<file path="config.mk">
export PLATFORM = sky130hd
export DESIGN_NAME = ifetch_tag_tracker
export DESIGN_NICKNAME = d
export VERILOG_FILES = /design/src/rtl/ift_pkg.sv /design/src/rtl/ift_free_pick.sv /design/src/rtl/ift_tag_table.sv /design/src/rtl/ift_counters.sv /design/src/rtl/ifetch_tag_tracker.sv
export SDC_FILE = /design/constraint.sdc
export NUM_CORES = 1
export LEC_CHECK = 0
export ABC_AREA = 0
export CORE_MARGIN = 4
export CORE_UTILIZATION = 50
export DETAILED_ROUTE_END_ITERATION = 10
export PLACE_DENSITY_LB_ADDON = 0.3
export RECOVER_POWER = 50
export SLEW_MARGIN = 10
export SYNTH_ARGS = -nofsm -noshare
export SYNTH_HDL_FRONTEND = slang
export SYNTH_SLANG_ARGS = --single-unit
</file>
<file path="constraint.sdc">
create_clock -name clk -period 5.5 [get_ports clk]
set_clock_uncertainty 0.15 [all_clocks]
set_input_delay 1.1 -clock clk [delete_from_list [all_inputs] [get_ports clk]]
set_output_delay 1.1 -clock clk [all_outputs]
set_load 0.01 [all_outputs]
</file>
<file path="src/rtl/ift_pkg.sv">
// Package ift_pkg
// Shared helpers for the fetch tag tracker.
// Assumes: parameters are positive integers.
package ift_pkg;

    // Width of an index into n entries; at least one bit.
    function automatic int unsigned idx_bits(input int unsigned n);
        return (n > 1) ? $clog2(n) : 1;
    endfunction

    // Width of a count that can reach n inclusive.
    function automatic int unsigned cnt_bits(input int unsigned n);
        return $clog2(n + 1);
    endfunction

endpackage

</file>
<file path="src/rtl/ift_free_pick.sv">
// Module ift_free_pick
// Finds the lowest-numbered free slot in a busy vector.
// Assumes: NUM_SLOTS >= 2; the result is combinational.
module ift_free_pick #(
    parameter int unsigned NUM_SLOTS = 4,
    parameter int unsigned TAG_W     = 2
) (
    input  logic [NUM_SLOTS-1:0] busy,
    output logic                 any_free,
    output logic [TAG_W-1:0]     pick
);

    // Priority scan from the top so the lowest free index wins.
    always_comb begin
        any_free = 1'b0;
        pick     = '0;
        for (int i = NUM_SLOTS - 1; i >= 0; i--) begin
            if (!busy[i]) begin
                any_free = 1'b1;
                pick     = TAG_W'(i);
            end
        end
    end

endmodule

</file>
<file path="src/rtl/ift_tag_table.sv">
// Module ift_tag_table
// Holds one context slot per tag: a busy flag, a program counter and a warp id.
// Assumes: at most one allocate and one free per cycle; when both name the
// same slot, allocate wins (the slot was freed and reused in one cycle).
module ift_tag_table #(
    parameter int unsigned NUM_SLOTS = 4,
    parameter int unsigned TAG_W     = 2,
    parameter int unsigned PC_W      = 32,
    parameter int unsigned WID_W     = 2
) (
    input  logic                 clk,
    input  logic                 rst_n,
    input  logic                 alloc_en,
    input  logic [TAG_W-1:0]     alloc_tag,
    input  logic [PC_W-1:0]      alloc_pc,
    input  logic [WID_W-1:0]     alloc_warp,
    input  logic                 free_en,
    input  logic [TAG_W-1:0]     free_tag,
    input  logic [TAG_W-1:0]     rd_tag,
    output logic [NUM_SLOTS-1:0] busy,
    output logic [PC_W-1:0]      rd_pc,
    output logic [WID_W-1:0]     rd_warp
);

    logic [PC_W-1:0]  pc_q   [NUM_SLOTS];
    logic [WID_W-1:0] warp_q [NUM_SLOTS];

    for (genvar s = 0; s < NUM_SLOTS; s++) begin : g_slot
        logic hit_alloc;
        logic hit_free;

        // Decode the allocate and free strobes for this slot.
        always_comb begin
            hit_alloc = alloc_en && (alloc_tag == TAG_W'(s));
            hit_free  = free_en && (free_tag == TAG_W'(s));
        end

        // Busy flag: cleared by reset or free, set by allocate (allocate wins).
        always_ff @(posedge clk) begin
            if (!rst_n) begin
                busy[s] <= 1'b0;
            end else if (hit_alloc) begin
                busy[s] <= 1'b1;
            end else if (hit_free) begin
                busy[s] <= 1'b0;
            end
        end

        // Context storage: captured on allocate.
        always_ff @(posedge clk) begin
            if (!rst_n) begin
                pc_q[s]   <= '0;
                warp_q[s] <= '0;
            end else if (hit_alloc) begin
                pc_q[s]   <= alloc_pc;
                warp_q[s] <= alloc_warp;
            end
        end
    end

    // Read port for the response lookup.
    always_comb begin
        rd_pc   = pc_q[rd_tag];
        rd_warp = warp_q[rd_tag];
    end

endmodule

</file>
<file path="src/rtl/ift_counters.sv">
// Module ift_counters
// In-flight fetch count and running latency total.
// Assumes: inc/dec are single-cycle strobes; the count never underflows;
// the latency total wraps at LAT_W bits.
module ift_counters #(
    parameter int unsigned CNT_W = 3,
    parameter int unsigned LAT_W = 32
) (
    input  logic             clk,
    input  logic             rst_n,
    input  logic             inc,
    input  logic             dec,
    output logic [CNT_W-1:0] outstanding,
    output logic [LAT_W-1:0] lat_total
);

    // In-flight count: +1 per request, -1 per consumed response.
    always_ff @(posedge clk) begin
        if (!rst_n) begin
            outstanding <= '0;
        end else begin
            case ({inc, dec})
                2'b10:   outstanding <= outstanding + CNT_W'(1);
                2'b01:   outstanding <= outstanding - CNT_W'(1);
                default: outstanding <= outstanding;
            endcase
        end
    end

    // Latency total: adds this cycle's count before it is updated.
    always_ff @(posedge clk) begin
        if (!rst_n) begin
            lat_total <= '0;
        end else begin
            lat_total <= lat_total + LAT_W'(outstanding);
        end
    end

endmodule

</file>
<file path="src/rtl/ifetch_tag_tracker.sv">
// Module ifetch_tag_tracker
// Issues tagged instruction-cache reads for queued fetches and returns the
// stored context of each response to decode, in response order. Each cycle
// the response is handled before the request, so a freed tag can be reused
// at once.
// Assumes: the cache takes every request; NUM_WARPS is a power of two >= 2
// so every rsp_tag value names a slot.
module ifetch_tag_tracker
    import ift_pkg::*;
#(
    parameter int unsigned NUM_WARPS = 4,
    parameter int unsigned PC_W      = 32,
    parameter int unsigned LAT_W     = 32,
    localparam int unsigned TAG_W    = idx_bits(NUM_WARPS),
    localparam int unsigned WID_W    = idx_bits(NUM_WARPS),
    localparam int unsigned CNT_W    = cnt_bits(NUM_WARPS)
) (
    input  logic             clk,
    input  logic             rst_n,
    input  logic             req_valid,
    output logic             req_ready,
    input  logic [PC_W-1:0]  req_pc,
    input  logic [WID_W-1:0] req_warp,
    output logic             icreq_valid,
    output logic             icreq_read,
    output logic [PC_W-1:0]  icreq_addr,
    output logic [TAG_W-1:0] icreq_tag,
    input  logic             rsp_valid,
    output logic             rsp_ready,
    input  logic [TAG_W-1:0] rsp_tag,
    output logic             dec_valid,
    input  logic             dec_ready,
    output logic [PC_W-1:0]  dec_pc,
    output logic [WID_W-1:0] dec_warp,
    output logic [CNT_W-1:0] outstanding,
    output logic [LAT_W-1:0] lat_total
);

    logic [NUM_WARPS-1:0] busy;
    logic [NUM_WARPS-1:0] busy_after_rsp;
    logic                 tag_live;
    logic                 rsp_take;
    logic                 any_free;
    logic [TAG_W-1:0]     free_tag;
    logic                 send;

    // Response stage: look up the tag and decide whether it is consumed.
    always_comb begin
        tag_live  = busy[rsp_tag];
        dec_valid = rsp_valid && tag_live;
        rsp_take  = dec_valid && dec_ready;
        rsp_ready = dec_ready || !tag_live;
    end

    // Busy view after response handling, so a freed tag is free at once.
    always_comb begin
        busy_after_rsp = busy;
        if (rsp_take) begin
            busy_after_rsp[rsp_tag] = 1'b0;
        end
    end

    ift_free_pick #(
        .NUM_SLOTS (NUM_WARPS),
        .TAG_W     (TAG_W)
    ) u_pick (
        .busy     (busy_after_rsp),
        .any_free (any_free),
        .pick     (free_tag)
    );

    // Request stage: send the waiting fetch when a tag is free.
    always_comb begin
        req_ready   = any_free;
        send        = req_valid && any_free;
        icreq_valid = send;
        icreq_read  = 1'b1;
        icreq_addr  = req_pc;
        icreq_tag   = free_tag;
    end

    ift_tag_table #(
        .NUM_SLOTS (NUM_WARPS),
        .TAG_W     (TAG_W),
        .PC_W      (PC_W),
        .WID_W     (WID_W)
    ) u_table (
        .clk        (clk),
        .rst_n      (rst_n),
        .alloc_en   (send),
        .alloc_tag  (free_tag),
        .alloc_pc   (req_pc),
        .alloc_warp (req_warp),
        .free_en    (rsp_take),
        .free_tag   (rsp_tag),
        .rd_tag     (rsp_tag),
        .busy       (busy),
        .rd_pc      (dec_pc),
        .rd_warp    (dec_warp)
    );

    ift_counters #(
        .CNT_W (CNT_W),
        .LAT_W (LAT_W)
    ) u_cnt (
        .clk         (clk),
        .rst_n       (rst_n),
        .inc         (send),
        .dec         (rsp_take),
        .outstanding (outstanding),
        .lat_total   (lat_total)
    );

endmodule

</file>
# After elaboration in Yosys (flattened, before gate mapping)
# Memory sizes are Yosys's and may differ from the RTL's.
# Index checks and enable logic that the tools add are counted.
# totals
register_bits	39
mem_bits_rw	136
in_bits	41
output_inout_bits	108
word_cells	95
n_memories	2
# classes
n_addsub	3
order_cmp	2
n_eq_ne	8
muxes	43
bitwise_logic	10
reduce_logical	21
# mem_list
name	words	width	read_ports	rd_ports_with_merged_regs	wr	line_no	source
u_table.pc_q	4	32	1	0	4	ift_tag_table.sv:25	logic [PC_W-1:0] pc_q [NUM_SLOTS];
u_table.warp_q	4	2	1	0	4	ift_tag_table.sv:26	logic [WID_W-1:0] warp_q [NUM_SLOTS];
# ops
cell	n
2-to-1 mux 32 bit	4
adder 32 x 3 -> 32 bit	1
2-to-1 mux 1 bit	27
2-to-1 mux 2 bit	8
logical AND 1 bit	12
== test 2 bit, second input constant	5
nonzero test 2 bit	5
bitwise OR 1 bit	8
== test 2 x 1 -> 1 bit, second input constant	3
one-hot mux 3 bit (2 select lines)	1
AND 4 bit	1
logical NOT 2 bit	2
2-to-1 mux 4 bit	1
NOT 4 bit	1
adder 3 x 1 -> 3 bit, second input constant	1
< comparator 2 x 3 -> 1 bit, second input constant	1
subtractor 3 x 1 -> 3 bit, second input constant	1
binary-select mux 1 bit (select 2 bit)	1
demux 1 bit (select 2 bit)	1
greater-or-equal comparator 2 x 1 -> 1 bit, second input constant	1
logical NOT 1 bit	1
logical OR 1 bit	1

# Depth between registers and ports, before layout
# depth
word_depth	17
depth_mapped	11

# Hierarchy
# A second synthesis with hierarchy kept.
# hier_totals
cells_unflattened	601
area_unflattened_um2	8289.2
# by_module_without_submodules
mod	instances	cells_each	area_each_um2	seq_area_each_um2
ift_tag_table	1	354	6192.2	4164.0
ift_counters	1	196	1724.2	700.7
ifetch_tag_tracker	1	46	344.1	0.0
ift_free_pick	1	5	28.8	0.0

# Least setup slack after synthesis
# Ideal clock, no wire load.
# synth_timing
path_type	input port to flip-flop
start	input rsp_tag[1]
end	memory u_table.pc_q[2][0] (enable)
setup_time_ns	0.477
t_arrival_ns	4.208
required_ns	4.873
setup_slack_ns	0.665
path_stages	4
n_path_buf	1
cell_sequence	buf_4 nand3_1 o21a_1 o31ai_1
# synth_lines
element	line_no	source
start, declared	ifetch_tag_tracker.sv:30	input logic [TAG_W-1:0] rsp_tag,
end, declared	ift_tag_table.sv:25	

==> impl_metrics.yaml <==
status:
  status: "finished with violations"
  violations: "capacitance limit, slew limit"
cells_and_area:
  drive_gt1_share_pct: 10.5
  design_area_um2: 10200
  stdcell_count: 951
  fill_cells: 1212
  postLayoutCoreUtil_pct: 64.3
  diodes: 0
  area_growth_pct: 26.0
  nets: 769
route:
  dr_total_vias: 5253
  wl_met1_um: 7440
  top_layer_used: "met4"
  wl_met3_um: 1070
  met2_length_um: 9430
  wl_um: 18200
  drc: 0
  routedWlPerCell_um: 19.2
  initialDrtViolationCount: 408
  avgViaCountPerCell: 5.52
  ant_nets: 0
  firstDrtPassIters: 5
setup_path:
  max_stage_delay_ns: 1.82
  critPathSlowestCell: "o21ai_0"
  worstSetupEndpointType: "flip-flop"
  crit_arrival_ns: 4.46
  path_buf_inv: 2
  crit_chain: "dlygate4sd3_1, nand2_1, o31a_1, o21ai_0, buf_4"
  path_delay_family: "compound AO/OA/AOI/OAI gates"
  crit_type: "in -> reg"
  path_max_fanout: 20
  required_ns: 5.44
  crit_path_start_kind: "primary input"
sta:
  setup_slack_ns: 0.980
  finalSetupTns_ns: 0
  report.final.slew_viol_count: 16
  period_needed_ns: 4.52
  finalHoldViolations: 0
  slew_headroom_pct: -63.0
  fmax_ghz: 0.221
  worst_pin_slew_ns: 2.42
  holdWs_ns: 0.321
  finalSetupViolCount: 0
  rsz0062_at_grt: "false"
  post-route-period-util_pct: 82.2
die:
  fp.dieH_um: 135
  die_w_um: 135
  initial_core_util_pct: 51.0
  fp.coreArea_um2: 15900
  rows: 46
  die-area_um2: 18300
  io_pins: 149
clock_network:
  clock_sinks: 175
  numCtsBuffers: 17
  ctsHoldBuffers: 0
  clk_latency_ns: 0.42
  htreeDepth: 4
  clockBufferDepth: 2
  cts_root_buf: "clkbuf_16"
  cts_tree: "built"
  clkTransAtPathRegs_ns: 0.07
  postCtsSetupBuffers: 0
  cts_resized: 0
synth:
  synth-compound-area-share_pct: 4.63
  yosys-top-cells-area: "edfxtp_1 (50%), and2_1 (11%), mux4_2 (9.7%)"
  yosysSeqAreaShare_pct: 60.0
  synthDominantCellAreaShare_pct: 50.4
  synth-seq-cells: 175
  synth-simple-area-share_pct: 17.3
  yosys_warnings: 0
  synth_cell_types: 46
  synth_top_family_by_area: "simple AND/OR/NAND/NOR gates"
  avgSynthCellArea_um2: 13.4
  synthAdderAreaFrac_pct: 1.11
  syn_inst: 605
  synth_mux_area_share_pct: 10.3
  synthArstFlopShare_pct: 0
  synth_fp_nets: 652
  synth_edf_count: 136
  synth_largest_area_cell: "edfxtp_1"
  synth_xor_area_share_pct: 1.19
  syn-cell-area_um2: 8110
  yosys_most_used_dff: "edfxtp_1"
grt:
  grt_max_degree: 35
  grt_pass1_vias: 5353
  grt_overflow: 0
  track_usage_pct: 20.3
  antenna_found_initial: 0
  grt_pass1_wl_um: 28500
power:
  p_switching_mw: 0.652
  swShare_pct: 20.6
  power.density_nw_per_um2: 309
  p_total_mw: 3.16
  leakage_nw: 3.70
  max-vdd-ir-drop_mv: 0.218
  p_seq_share_pct: 47.7
  power.clock.fraction_pct: 42.7
  p_int_mw: 2.51
  pwr-share-comb_pct: 9.6
placed_design:
  dp_slack_ns: 1.13
  numPortBuffers: 147
  dp_hpwl_um: 11900
  placed_cells: 919
  place_congestion: 0.817
  place_area_um2: 9620
run:
  drv_cap: 1
worst_hold_path:
  holdCritPathClass: "reg -> reg"
## path summary, 6_finish.rpt
| check | startpoint | to | slack [ns] | depth (start not counted) |
|---|---|---|---|---|
| worst max-delay path | dec_ready | u_table.pc_q[0][29] | 0.98 | 5 |
| worst max register to register | u_table.busy[0] | u_table.pc_q[0][29] | 2.11 | 3 |
| worst min register to register | u_cnt.lat_total[31] | u_cnt.lat_total[31] | 0.32 | 2 |
| worst min-delay path | u_cnt.lat_total[31] | u_cnt.lat_total[31] | 0.32 | 2 |
## layout make-up
class | count | area, um2 | area share [%]
sequential | 175 | 4860 | 47.6
multi-input combinational | 351 | 2820 | 27.6
timing repair buffer | 162 | 1540 | 15.1
clock buffer | 21 | 450 | 4.41
tap | 216 | 270 | 2.65
clock inverter | 11 | 211 | 2.07
inverter | 15 | 56.3 | 0.551
## cells by family after synthesis
family,Yosys count
fa+ha+maj,6
simple gates,233
buf+inv,79
xor+xnor,11
compound gates,60
other cells,1
flops,175
mux,40
## state kept, by name (all words and copies together), names as in the netlist
| name | cells |
|---|---|
| u_table.busy | 4 |
| u_table.pc_q | 128 |
| u_cnt.lat_total | 32 |
| u_table.warp_q | 8 |
| u_cnt.outstanding | 3 |
## power groups by stage
stage	sequential, mW	clock, mW	combinational (mW)
floorplan	1.53	0	0.156
global placement	1.53	0	0.309
detailed placement	1.54	0	0.313
CTS	1.51	1.37	0.315
global route	1.51	1.42	0.327
finish	1.51	1.35	0.303
## synth_stat cells, types with 2 or more instances
master,count
nand3_1,11
xor2_1,9
buf_2,6
buf_4,34
o21a_1,2
mux2i_1,5
and2_1,138
a21o_1,2
o31ai_1,11
and4_1,5
nand4_1,5
or3_1,5
o22ai_1,2
o2111ai_1,2
o41ai_1,2
inv_1,15
nand2_1,18
nor2_1,15
mux4_2,35
a31oi_1,2
nand2b_1,5
nor3_1,2
nor2b_1,2
fa_1,2
o211ai_1,3
or4_1,10
clkbuf_1,21
edfxtp_1,136
xnor2_1,2
nor4_1,8
a21oi_1,21
and3_1,4
dfxtp_1,39
buf_1,2
o21ai_0,10
ha_1,4
## cell usage in the layout (no fill, tap or decap), drive strengths merged, types with 9 or more instances in the layout
cell and count:
and2 138, edfxtp 136, clkdlybuf4s50 108, dfxtp 39, dlygate4sd3 37, mux4 35, clkbuf 29, a21oi 21
nand2 18, inv 16, nor2 15, nand3 11, o31ai 11, or4 11, o21ai 10, xor2 9
buf 9
## metal layers
layer / GRT usage [%] / vias up
met3: 4.12 / 25
met5: 0 / -
li1: - / 2430
met2: 34.4 / 198
met4: 7.00 / 0
met1: 26.2 / 2600
## worst reg2reg max path, stage by stage, from the launching register on
cell     delay (ns)
dfxtp_1        0.36
o31a_1         0.16
o21ai_0        1.82
buf_4          0.57
No activity file was read; power rests on OpenSTA's default activity.
